===== src/rtl/pfs_pkg.sv =====
// Package pfs_pkg
// Shared constants and the synchronized-input record for the fault supervisor.
// Assumes the retry limit is fixed by the protection scheme at three events.
package pfs_pkg;
    localparam int RETRY_MAX   = 3;
    localparam int CNT_W       = $clog2(RETRY_MAX + 1);
    localparam int SYNC_STAGES = 2;
endpackage


===== src/rtl/pfs_sync.sv =====
// Module pfs_sync
// Multi-bit chain of flip-flops that brings asynchronous comparator results
// into the clock domain. Each bit is independent; no coherency between bits
// is assumed or provided.
module pfs_sync #(
    parameter int W      = 8,
    parameter int STAGES = 2
) (
    input  logic         clk,
    input  logic         rst_n,
    input  logic [W-1:0] d,
    output logic [W-1:0] q
);
    logic [W-1:0] stg [STAGES];

    generate
        for (genvar i = 0; i < STAGES; i++) begin : g_stage
            if (i == 0) begin : g_first
                // capture raw input into the first stage
                always_ff @(posedge clk) begin
                    if (!rst_n) stg[0] <= '0;
                    else        stg[0] <= d;
                end
            end else begin : g_next
                // shift through the remaining stages
                always_ff @(posedge clk) begin
                    if (!rst_n) stg[i] <= '0;
                    else        stg[i] <= stg[i-1];
                end
            end
        end
    endgenerate

    assign q = stg[STAGES-1];
endmodule


===== src/rtl/pfs_softstart.sv =====
// Module pfs_softstart
// Digital soft-start ramp. Climbs by one per clock to TOP and rests there.
// If hold (over-current latch) is set at TOP, it turns and discharges to 0.
// At 0 it pulses release for one cycle and starts climbing again.
// Assumes hold cannot clear on its own while discharging.
module pfs_softstart #(
    parameter int SS_W   = 8,
    parameter int SS_TOP = 200
) (
    input  logic            clk,
    input  logic            rst_n,
    input  logic            clr,
    input  logic            hold,
    output logic [SS_W-1:0] level,
    output logic            full,
    output logic            discharging,
    output logic            release_o
);
    localparam logic [SS_W-1:0] TOP_CODE = SS_W'(SS_TOP);
    localparam logic [SS_W-1:0] ONE      = SS_W'(1);

    logic [SS_W-1:0] lvl_q;
    logic            dis_q;

    // ramp counter with direction flag
    always_ff @(posedge clk) begin
        if (!rst_n || clr) begin
            lvl_q <= '0;
            dis_q <= 1'b0;
        end else if (!dis_q) begin
            if (lvl_q != TOP_CODE)  lvl_q <= lvl_q + ONE;
            else if (hold)          dis_q <= 1'b1;
        end else begin
            if (lvl_q != '0)        lvl_q <= lvl_q - ONE;
            else                    dis_q <= 1'b0;
        end
    end

    // decode ramp state for the rest of the block
    always_comb begin
        level       = lvl_q;
        full        = (lvl_q == TOP_CODE);
        discharging = dis_q;
        release_o   = dis_q && (lvl_q == '0);
    end
endmodule


===== src/rtl/pfs_retry.sv =====
// Module pfs_retry
// Over-current latch, retry counter and permanent fault latch.
// The counter advances once per rising edge of the over-current latch and
// saturates at RETRY_MAX; the event that brings it to RETRY_MAX sets the fault.
// Over-voltage sets the fault directly. Clear has priority over all sets.
module pfs_retry
    import pfs_pkg::*;
(
    input  logic             clk,
    input  logic             rst_n,
    input  logic             clr,
    input  logic             oc_trip,
    input  logic             uv_trip,
    input  logic             ov_trip,
    input  logic             release_i,
    output logic             ocl,
    output logic [CNT_W-1:0] cnt,
    output logic             fault
);
    localparam logic [CNT_W-1:0] CNT_LAST = CNT_W'(RETRY_MAX);
    localparam logic [CNT_W-1:0] CNT_PRE  = CNT_W'(RETRY_MAX - 1);
    localparam logic [CNT_W-1:0] CNT_ONE  = CNT_W'(1);

    logic ocl_nxt;
    logic ocl_rise;

    // next latch state: release beats a coincident set
    always_comb begin
        ocl_nxt  = release_i ? 1'b0 : (ocl | oc_trip | uv_trip);
        ocl_rise = ocl_nxt && !ocl;
    end

    // over-current latch
    always_ff @(posedge clk) begin
        if (!rst_n || clr) ocl <= 1'b0;
        else               ocl <= ocl_nxt;
    end

    // saturating retry counter
    always_ff @(posedge clk) begin
        if (!rst_n || clr)                    cnt <= '0;
        else if (ocl_rise && cnt != CNT_LAST) cnt <= cnt + CNT_ONE;
    end

    // permanent fault latch
    always_ff @(posedge clk) begin
        if (!rst_n || clr)                        fault <= 1'b0;
        else if (ov_trip || (ocl_rise && cnt == CNT_PRE)) fault <= 1'b1;
    end
endmodule


===== src/rtl/pwr_fault_supervisor.sv =====
// Module pwr_fault_supervisor
// Top of the fault supervisor: synchronizes inputs, qualifies trips,
// runs the soft-start ramp and the retry/fault latches, and forms inhibit.
// Assumes comparator inputs are asynchronous single bits.
module pwr_fault_supervisor
    import pfs_pkg::*;
#(
    parameter int SS_W   = 8,
    parameter int SS_TOP = 200,
    parameter int LIN_N  = 2
) (
    input  logic             clk,
    input  logic             rst_n,
    input  logic             ov_in,
    input  logic             oc_in,
    input  logic             drive_en,
    input  logic [LIN_N-1:0] uv_in,
    input  logic             por_in,
    input  logic             shdn1_in,
    input  logic             shdn3_in,
    output logic             inhibit,
    output logic             ss_discharge,
    output logic             ss_full,
    output logic [SS_W-1:0]  ss_level,
    output logic [CNT_W-1:0] retry_cnt,
    output logic             fault
);
    localparam int IN_W = 6 + LIN_N;

    logic [IN_W-1:0]  raw_v;
    logic [IN_W-1:0]  syn_v;
    logic [LIN_N-1:0] s_uv;
    logic             s_ov, s_oc, s_drv, s_por, s_sd1, s_sd3;
    logic             clr, oc_trip, uv_any, ov_trip;
    logic             ocl, ss_release;

    // pack raw inputs for the synchronizer
    assign raw_v = {por_in, shdn1_in, shdn3_in, drive_en, oc_in, ov_in, uv_in};

    pfs_sync #(.W(IN_W), .STAGES(SYNC_STAGES)) u_sync (
        .clk   (clk),
        .rst_n (rst_n),
        .d     (raw_v),
        .q     (syn_v)
    );

    // unpack synchronized inputs and qualify trips
    always_comb begin
        {s_por, s_sd1, s_sd3, s_drv, s_oc, s_ov, s_uv} = syn_v;
        clr     = s_por || (s_sd1 && s_sd3);
        oc_trip = s_oc && s_drv;
        uv_any  = |s_uv;
        ov_trip = s_ov;
    end

    pfs_softstart #(.SS_W(SS_W), .SS_TOP(SS_TOP)) u_ss (
        .clk         (clk),
        .rst_n       (rst_n),
        .clr         (clr),
        .hold        (ocl),
        .level       (ss_level),
        .full        (ss_full),
        .discharging (ss_discharge),
        .release_o   (ss_release)
    );

    pfs_retry u_retry (
        .clk       (clk),
        .rst_n     (rst_n),
        .clr       (clr),
        .oc_trip   (oc_trip),
        .uv_trip   (uv_any && ss_full),
        .ov_trip   (ov_trip),
        .release_i (ss_release),
        .ocl       (ocl),
        .cnt       (retry_cnt),
        .fault     (fault)
    );

    // converters stay off while either latch is set
    assign inhibit = ocl || fault;
endmodule


===== config.mk =====
export PLATFORM = sky130hd
export DESIGN_NAME = pwr_fault_supervisor
export DESIGN_NICKNAME = d
export VERILOG_FILES = /design/src/rtl/pfs_pkg.sv /design/src/rtl/pfs_sync.sv /design/src/rtl/pfs_softstart.sv /design/src/rtl/pfs_retry.sv /design/src/rtl/pwr_fault_supervisor.sv
export SDC_FILE = /design/constraint.sdc
export NUM_CORES = 1
export LEC_CHECK = 0
export ABC_AREA = 1
export BUFFER_PORTS_ARGS = -buffer_cell sky130_fd_sc_hd__buf_2
export CAP_MARGIN = 20
export CORE_ASPECT_RATIO = 1.1
export CORE_MARGIN = 1.5
export CORE_UTILIZATION = 54
export CTS_BUF_LIST = sky130_fd_sc_hd__clkbuf_8 sky130_fd_sc_hd__clkbuf_16
export DETAILED_ROUTE_END_ITERATION = 10
export MAX_ROUTING_LAYER = met4
export PLACE_DENSITY = 0.77
export SETUP_SLACK_MARGIN = 0.1
export SLEW_MARGIN = 25
export SYNTH_ARGS = -nofsm -noshare
export SYNTH_HDL_FRONTEND = slang
export SYNTH_SLANG_ARGS = --single-unit

===== constraint.sdc =====
create_clock -name clk -period 2.15 [get_ports clk]
set_input_delay 0.3225 -clock clk [delete_from_list [all_inputs] [get_ports clk]]
set_output_delay 0.3225 -clock clk [all_outputs]
set_load 0.03 [all_outputs]

==> reports/results.tsv, run 1 <==
stage	metric	value	unit
run_status	status	completed	
placement	Final Wtd Congestion	0.893	
worst_setup_path	WP data required	1830	ps
worst_setup_path	Worst setup SP type	flop	
sta	TNS Setup	0	ps
synth	sequential share of the synthesized area	0.419	
cts	CTS buffer count	5	
die	Die ar.	2880	µm²
placement	port bufs	23	
worst_setup_path	crit path launch	u_ss.level[3]	
synth	top_reg_cell synth	dfxtp_1	
synth	Syn Inst Count	174	
global_route	total grt overflow	0	
synth	post-synthesis register bit count	29	
synth	post-synth top area share	0.419	
cts	cts hold-fix bufs	0	
sta	Final Max Tran Viols	0	
synth	Cell variety after synth	27	
synth	synthesis warning total	0	
global_route	pin count of the biggest net entering global routing	18	
finish	commonest cells after routing, fill and taps aside	43 x nand2_1, 34 x inv_1, 29 x dfxtp_1, 23 x buf_2, 9 x nor2_1	
synth	synthesized cell area	1390	µm²
cts	CTS tree	done	
finish	nets	222	
worst_setup_path	R2R setup slack	530	ps
cts	post-CTS sizing	0	
sta	worst hold slack	216	ps
die	Die W	51.3	µm
die	die height	56.1	µm
power	sequential share of power	0.514	
die	Core Area	2470	µm²
worst_setup_path	Critical Path End	ss_full	
global_route	first-pass GRT wire length	4170	µm
sta	RSZ-0062 raised after global routing	false	
finish	Area growth syn-to-layout	17.4	%
synth	EDFF count, synth	0	
power	Switching Share	0.259	
synth	Synth area leader	dfxtp_1	
sta	Max-slew headroom	0.825	
power	sw power	287	µW
worst_setup_path	Worst R2R End	u_ss.level[6]	
power	Logic pwr share	0.085	
sta	Worst Tran Pin Value	263	ps
worst_setup_path	Worst Path Arrival	1300	ps
worst_setup_path	R2R depth	8	
die	Site Rows	19	
finish	Fillers	222	
detailed_routing	Initial DRC Count	24	
worst_setup_path	kind of critical path	reg2out	
sta	Layout Skew	5.24	ps
cts	Clock Sink Count	29	
cts	clock slew at the register clock pins of the worst setup and hold paths	70	ps
finish	n_diodes	0	
cts	# Post-CTS Setup Buffers	0	
sta	fmax	0.618	GHz
cts	Max Root-Sink Buffers	2	
power	power density over the cells	680	nW/µm²
placement	DP Cell Count	227	
worst_setup_path	Crit Path Max Fanout	4	
sta	Final Setup Violations	0	
die	IO Count	24	
sta	crit share post-route	0.752	
synth	ys async rst share	0	
cts	H-Tree Depth	2	
detailed_routing	Residual DRC	0	
detailed_routing	Routed WL	2500	µm
cts	Root Driver	clkbuf_8	
sta	Final Hold Violating Endpoints	0	
detailed_routing	Vias	1115	
global_route	antenna violations before repair	0	
power	clock power share	0.401	
power	internal power	820	µW
run	Max-cap violations	0	
detailed_routing	Vias/cell	4.74	
cts	Worst-Skew Late Latency	280	ps
global_route	vias in the first global route	1025	
detailed_routing	wire per inst	10.7	µm
power	Leakage	0.000923	µW
global_route	All-Layer GR Usage	0.210	
synth	Avg Inst Size Synth	7.96	µm²
finish	fin cells	235	
worst_setup_path	CP Capture Type	output port	
hold_path	hold crit path type	in2reg	
die	initial core utilization	0.560	
placement	post-detail-place hpwl	1890	µm
worst_setup_path	origin of the critical flop-to-flop path	u_ss.level[0]	
detailed_routing	post-route ant nets	0	
finish	fraction of layout cells with a size suffix above 1	0.275	
synth	Mapped Nets	193	
synth	ranking of synthesized cells by area	dfxtp_1 42%, nand2_1 12%, inv_1 9.2%, ha_1 7.2%, nor2_4 3.3%	
power	Worst VDD drop	528	µV
power	Power, Total	1110	µW
finish	most common cell after layout, fill and taps aside	nand2_1	
sta	Final Critical Period	1620	ps
detailed_routing	TritonRoute pass-1 iters	4	
[power by group through the flow]
| stage | sequential, µW | clock, µW | combinational, µW |
|---|---|---|---|
| after floorplan | 591 | 0 | 59.9 |
| after global placement | 580 | 0 | 91.8 |
| after global routing | 570 | 483 | 106 |
| after CTS | 568 | 459 | 96.1 |
| after detailed placement | 580 | 0 | 95.6 |
| final | 568 | 444 | 94.4 |
[area by class of cell]
cell class                      count  area, µm²  area share
Sequential cell                    29        581       0.357
Clock buffer                        5       68.8      0.0423
Tap cell                           31       38.8      0.0238
Inverter                           38        145      0.0892
Clock inverter                      3       22.5      0.0138
Multi-Input combinational cell    105        648       0.398
Timing Repair Buffer               24        123      0.0754
[synthesized netlist by cell type, types with 2 or more instances]
master and n:
nand3_2 3, nor2_1 9, ha_1 8, nand2_2 2
nor2_2 3, a21oi_1 8, dfxtp_1 29, or2_2 2
inv_2 3, nand3_1 5, inv_1 34, xor2_1 4
nor2_4 4, nand4_1 2, nand2_1 43, nor3_2 4
[metrics by stage]
step	worst slack [ps]	instance area, µm²	util
6_report	532	1630	0.658
5_1_grt	373	1630	0.658
4_1_cts	514	1630	0.658
3_5_place_dp	574	1540	0.621
3_3_place_gp	552	1540	0.621
2_1_floorplan	228	1390	-
[cell families after synthesis]
family	after synthesis	share of synthesized area
XOR/XNOR	5	0.0316
flip-flops	29	0.419
adder cells (fa/ha/maj)	9	0.0867
AO/OA/AOI/OAI	12	0.0533
AND/OR/NAND/NOR	79	0.296
buffers and inverters	40	0.113
[per-layer routing]
| layer | part of all wire | wire (µm) | track usage |
|---|---|---|---|
| met3 | 0.048 | 121 | 0.0753 |
| met2 | 0.53 | 1320 | 0.343 |
| met5 | 0 | 0 | - |
| met1 | 0.40 | 992 | 0.208 |
| met4 | 0.030 | 75 | 0.132 |
[state kept, by name, indices dropped and copies added (netlist names)]
name and flops:
u_sync.stg 16, u_ss.level 8, u_retry.cnt 2, u_retry.fault 1, u_retry.ocl 1, u_ss.discharging 1
[worst min-delay path by stage]
| stage | startpoint | to | slack, ps | cells after the start |
|---|---|---|---|---|
| after floorplan | u_sync.stg[0][0] | u_sync.stg[1][0] | 390 | 2 |
| after global placement | u_sync.stg[0][7] | u_sync.stg[1][7] | 390 | 2 |
| after detailed placement | u_sync.stg[0][2] | u_sync.stg[1][2] | 400 | 2 |
| after CTS | uv_in[1] | u_sync.stg[0][1] | 210 | 3 |
| after global routing | shdn3_in | u_sync.stg[0][5] | 210 | 3 |
| final | uv_in[1] | u_sync.stg[0][1] | 220 | 3 |
[critical path: stages, from the launching register on]
cell and delay (ps):
dfxtp_1 400, nand2_1 80, nor2_2 180, nand2_2 80, inv_2 80, buf_2 190
Note: power is estimated with default switching activity, not from simulation.
==> run 2: changes to the inputs <==
- clock period: 2.15 -> 1.6 ns (I/O delays scaled with it)
==> reports/results.tsv, run 2 (synthesized netlist as in run 1, its figures left out) <==
stage	metric	value	unit	change
worst_setup_path	Worst R2R End	u_ss.level[5]		was u_ss.level[6]
finish	fin cells	239		was 235
finish	multi-input logic area	728	µm²	was 648 µm²
placement	post-detail-place hpwl	1810	µm	was 1890 µm
finish	Area growth syn-to-layout	25.9	%	was 17.4%
global_route	met2 usage	0.345		was 0.343
run_status	status	completed		unchanged
finish	number of flip-flops in the largest register	16		unchanged
finish	Fillers	196		was 222
cts	Root Driver	clkbuf_8		unchanged
worst_setup_path	R2R setup slack	100	ps	was 530 ps
worst_setup_path	Worst setup SP type	flop		unchanged
cts	CTS tree	done		unchanged
detailed_routing	Initial DRC Count	19		was 24
cts	Clock Sink Count	29		unchanged
worst_setup_path	CP Capture Type	flop		was output port
sta	Final Max Tran Viols	0		unchanged
cts	cts hold-fix bufs	0		unchanged
global_route	met1 usage	0.216		was 0.208
hold_path	Hold Path Sink	u_sync.stg[0][3]		was u_sync.stg[0][1]
cts	clock slew at the register clock pins of the worst setup and hold paths	60	ps	was 70 ps
global_route	antenna violations before repair	0		unchanged
power	Leakage	0.000950	µW	was 0.000923 µW
sta	Max-slew headroom	0.834		was 0.825
die	Die ar.	2880	µm²	unchanged
sta	Final Setup Violations	0		unchanged
die	Site Rows	19		unchanged
worst_setup_path	origin of the critical flop-to-flop path	u_ss.discharging		was u_ss.level[0]
die	die height	56.1	µm	unchanged
worst_setup_path	max incr delay on CP	390	ps	was 400 ps
worst_setup_path	delay-heaviest family, CP	simple AND/OR/NAND/NOR gates		was flip-flops
global_route	first-pass GRT wire length	4270	µm	was 4170 µm
sta	Final Hold Violating Endpoints	0		unchanged
global_route	pin count of the biggest net entering global routing	17		was 18
finish	n_diodes	0		unchanged
finish	Top reg by flops	u_sync.stg		unchanged
sta	fmax	0.665	GHz	
sta	Layout Skew	6.18	ps	was 5.24 ps
die	initial core utilization	0.560		unchanged
die	Core Area	2470	µm²	unchanged
worst_setup_path	most frequent CP cell	nand2_1		
cts	Max Root-Sink Buffers	2		unchanged
run	Max-cap violations	0		unchanged
worst_setup_path	R2R depth	9		was 8
global_route	vias in the first global route	1028		was 1025
finish	commonest cells after routing, fill and taps aside	41 x nand2_1, 32 x inv_1, 23 x dfxtp_1, 22 x buf_2, 9 x nor2_1		was 43 x nand2_1, 34 x inv_1, 29 x dfxtp_1, 23 x buf_2, 9 x nor2_1
hold_path	hold crit path type	in2reg		unchanged
placement	port bufs	23		unchanged
hold_path	worst hold start	oc_in		was uv_in[1]
power	power density over the cells	841	nW/µm²	was 680 nW/µm²
power	Worst VDD drop	815	µV	was 528 µV
global_route	All-Layer GR Usage	0.210		about the same
global_route	total grt overflow	0		unchanged
detailed_routing	Routed WL	2910	µm	was 2500 µm
sta	crit share post-route	0.939		
die	IO Count	24		unchanged
finish	most common cell after layout, fill and taps aside	nand2_1		unchanged
placement	Final Wtd Congestion	0.896		was 0.893
detailed_routing	TritonRoute pass-1 iters	4		unchanged
worst_setup_path	kind of critical path	reg2reg		was reg2out
worst_setup_path	WP data required	1820	ps	was 1830 ps
sta	TNS Setup	0	ps	unchanged
detailed_routing	Vias/cell	4.88		was 4.74
worst_setup_path	crit-path cells	buf_6, ha_4, nand3_2, nand2_2, nand2_1, nand2_1, xor2_1, nand2_1, nor2_1		was nand2_1, nor2_2, nand2_2, inv_2, buf_2
sta	Worst Tran Pin Value	248	ps	was 263 ps
global_route	met3 Use GR	0.0753		unchanged
detailed_routing	Vias	1167		was 1115
finish	register area	591	µm²	was 581 µm²
cts	H-Tree Depth	2		unchanged
finish	nets	226		was 222
sta	Final Critical Period	1500	ps	
placement	DP Cell Count	227		unchanged
worst_setup_path	worst path bufs/invs	1		was 2
sta	setup ws final	97.3	ps	was 532 ps
detailed_routing	post-route ant nets	0		unchanged
worst_setup_path	Worst Path Arrival	1720	ps	was 1300 ps
global_route	GRT busiest layer	met2		unchanged
die	Die W	51.3	µm	unchanged
worst_setup_path	Crit Path Max Fanout	6		was 4
placement	pre-CTS WS	106	ps	was 574 ps
sta	RSZ-0062 raised after global routing	true		was false
detailed_routing	Residual DRC	0		unchanged
worst_setup_path	CP max-delay cell	dfxtp_4		was dfxtp_1
finish	fraction of layout cells with a size suffix above 1	0.389		was 0.275
cts	Worst-Skew Late Latency	280	ps	about the same
cts	CTS buffer count	5		unchanged
hold_path	hold path cells	3		unchanged
power	Power, Total	1470	µW	was 1110 µW
detailed_routing	wire per inst	12.2	µm	was 10.7 µm
[run 2: cell count changes in the layout (fill, tap and decap cells not counted), sizes merged]
cell | previous run | this run
inv | 38 | 39
clkinvlp | 3 | 0
buf | 24 | 28
clkinv | 0 | 2
[run 2: worst max-delay path by stage]
stage | start | end | slack, ps | cells after the start
2_1_floorplan | u_ss.level[4] | u_ss.level[7] | 110 | 8
3_3_place_gp | u_ss.discharging | u_ss.level[6] | 140 | 8
3_5_place_dp | u_ss.discharging | u_ss.level[6] | 110 | 8
4_1_cts | u_ss.discharging | u_ss.level[6] | 80 | 7
5_1_grt | u_ss.discharging | u_ss.level[5] | 30 | 9
6_report | u_ss.discharging | u_ss.level[5] | 100 | 9
[run 2: timing repair]
| item | 4_1_cts | 5_1_grt |
|---|---|---|
| resized for setup | 2 | 17 |
| buffers inserted | 0 | 4 |
| pin swaps | 0 | 5 |
| endpoints found under the setup margin | 2 | 6 |
[run 2: worst register-to-register path, stage by stage, from the launching register on]
cell and delay [ps]:
dfxtp_4 390, buf_6 140, ha_4 270, nand3_2 90, nand2_2 110, nand2_1 60
nand2_1 80, xor2_1 150, nand2_1 60, nor2_1 100
[run 2: final cells by class]
class	instances	area share
clock buffer	5	0.0395
clock inverter	3	0.00789
sequential	29	0.339
multi-input combinational	105	0.418
tap	31	0.0222
inverter	38	0.0832
timing repair buffer	28	0.0911
[run 2: metrics by stage]
| stage | utilization | hold WS (ps) | area (µm²) |
|---|---|---|---|
| 2_1_floorplan | - | 338 | 1400 |
| 3_3_place_gp | 0.627 | 392 | 1550 |
| 3_5_place_dp | 0.627 | 397 | 1550 |
| 4_1_cts | 0.661 | 129 | 1640 |
| 5_1_grt | 0.705 | 142 | 1740 |
| 6_report | 0.705 | 140 | 1740 |
[run 2: where the power goes]
group          total [µW]  switching (µW)  internal, µW
Sequential            766            17.0           749
Combinational         138            82.2          55.6
Clock                 562             268           294
Total                1470             367          1100
[run 2: metal layers]
metal	wire, µm	share of wire	vias up
met5	0	0	-
met2	1510	0.52	43
met4	116	0.040	0
met3	144	0.050	11
li1	-	-	590
met1	1140	0.39	523
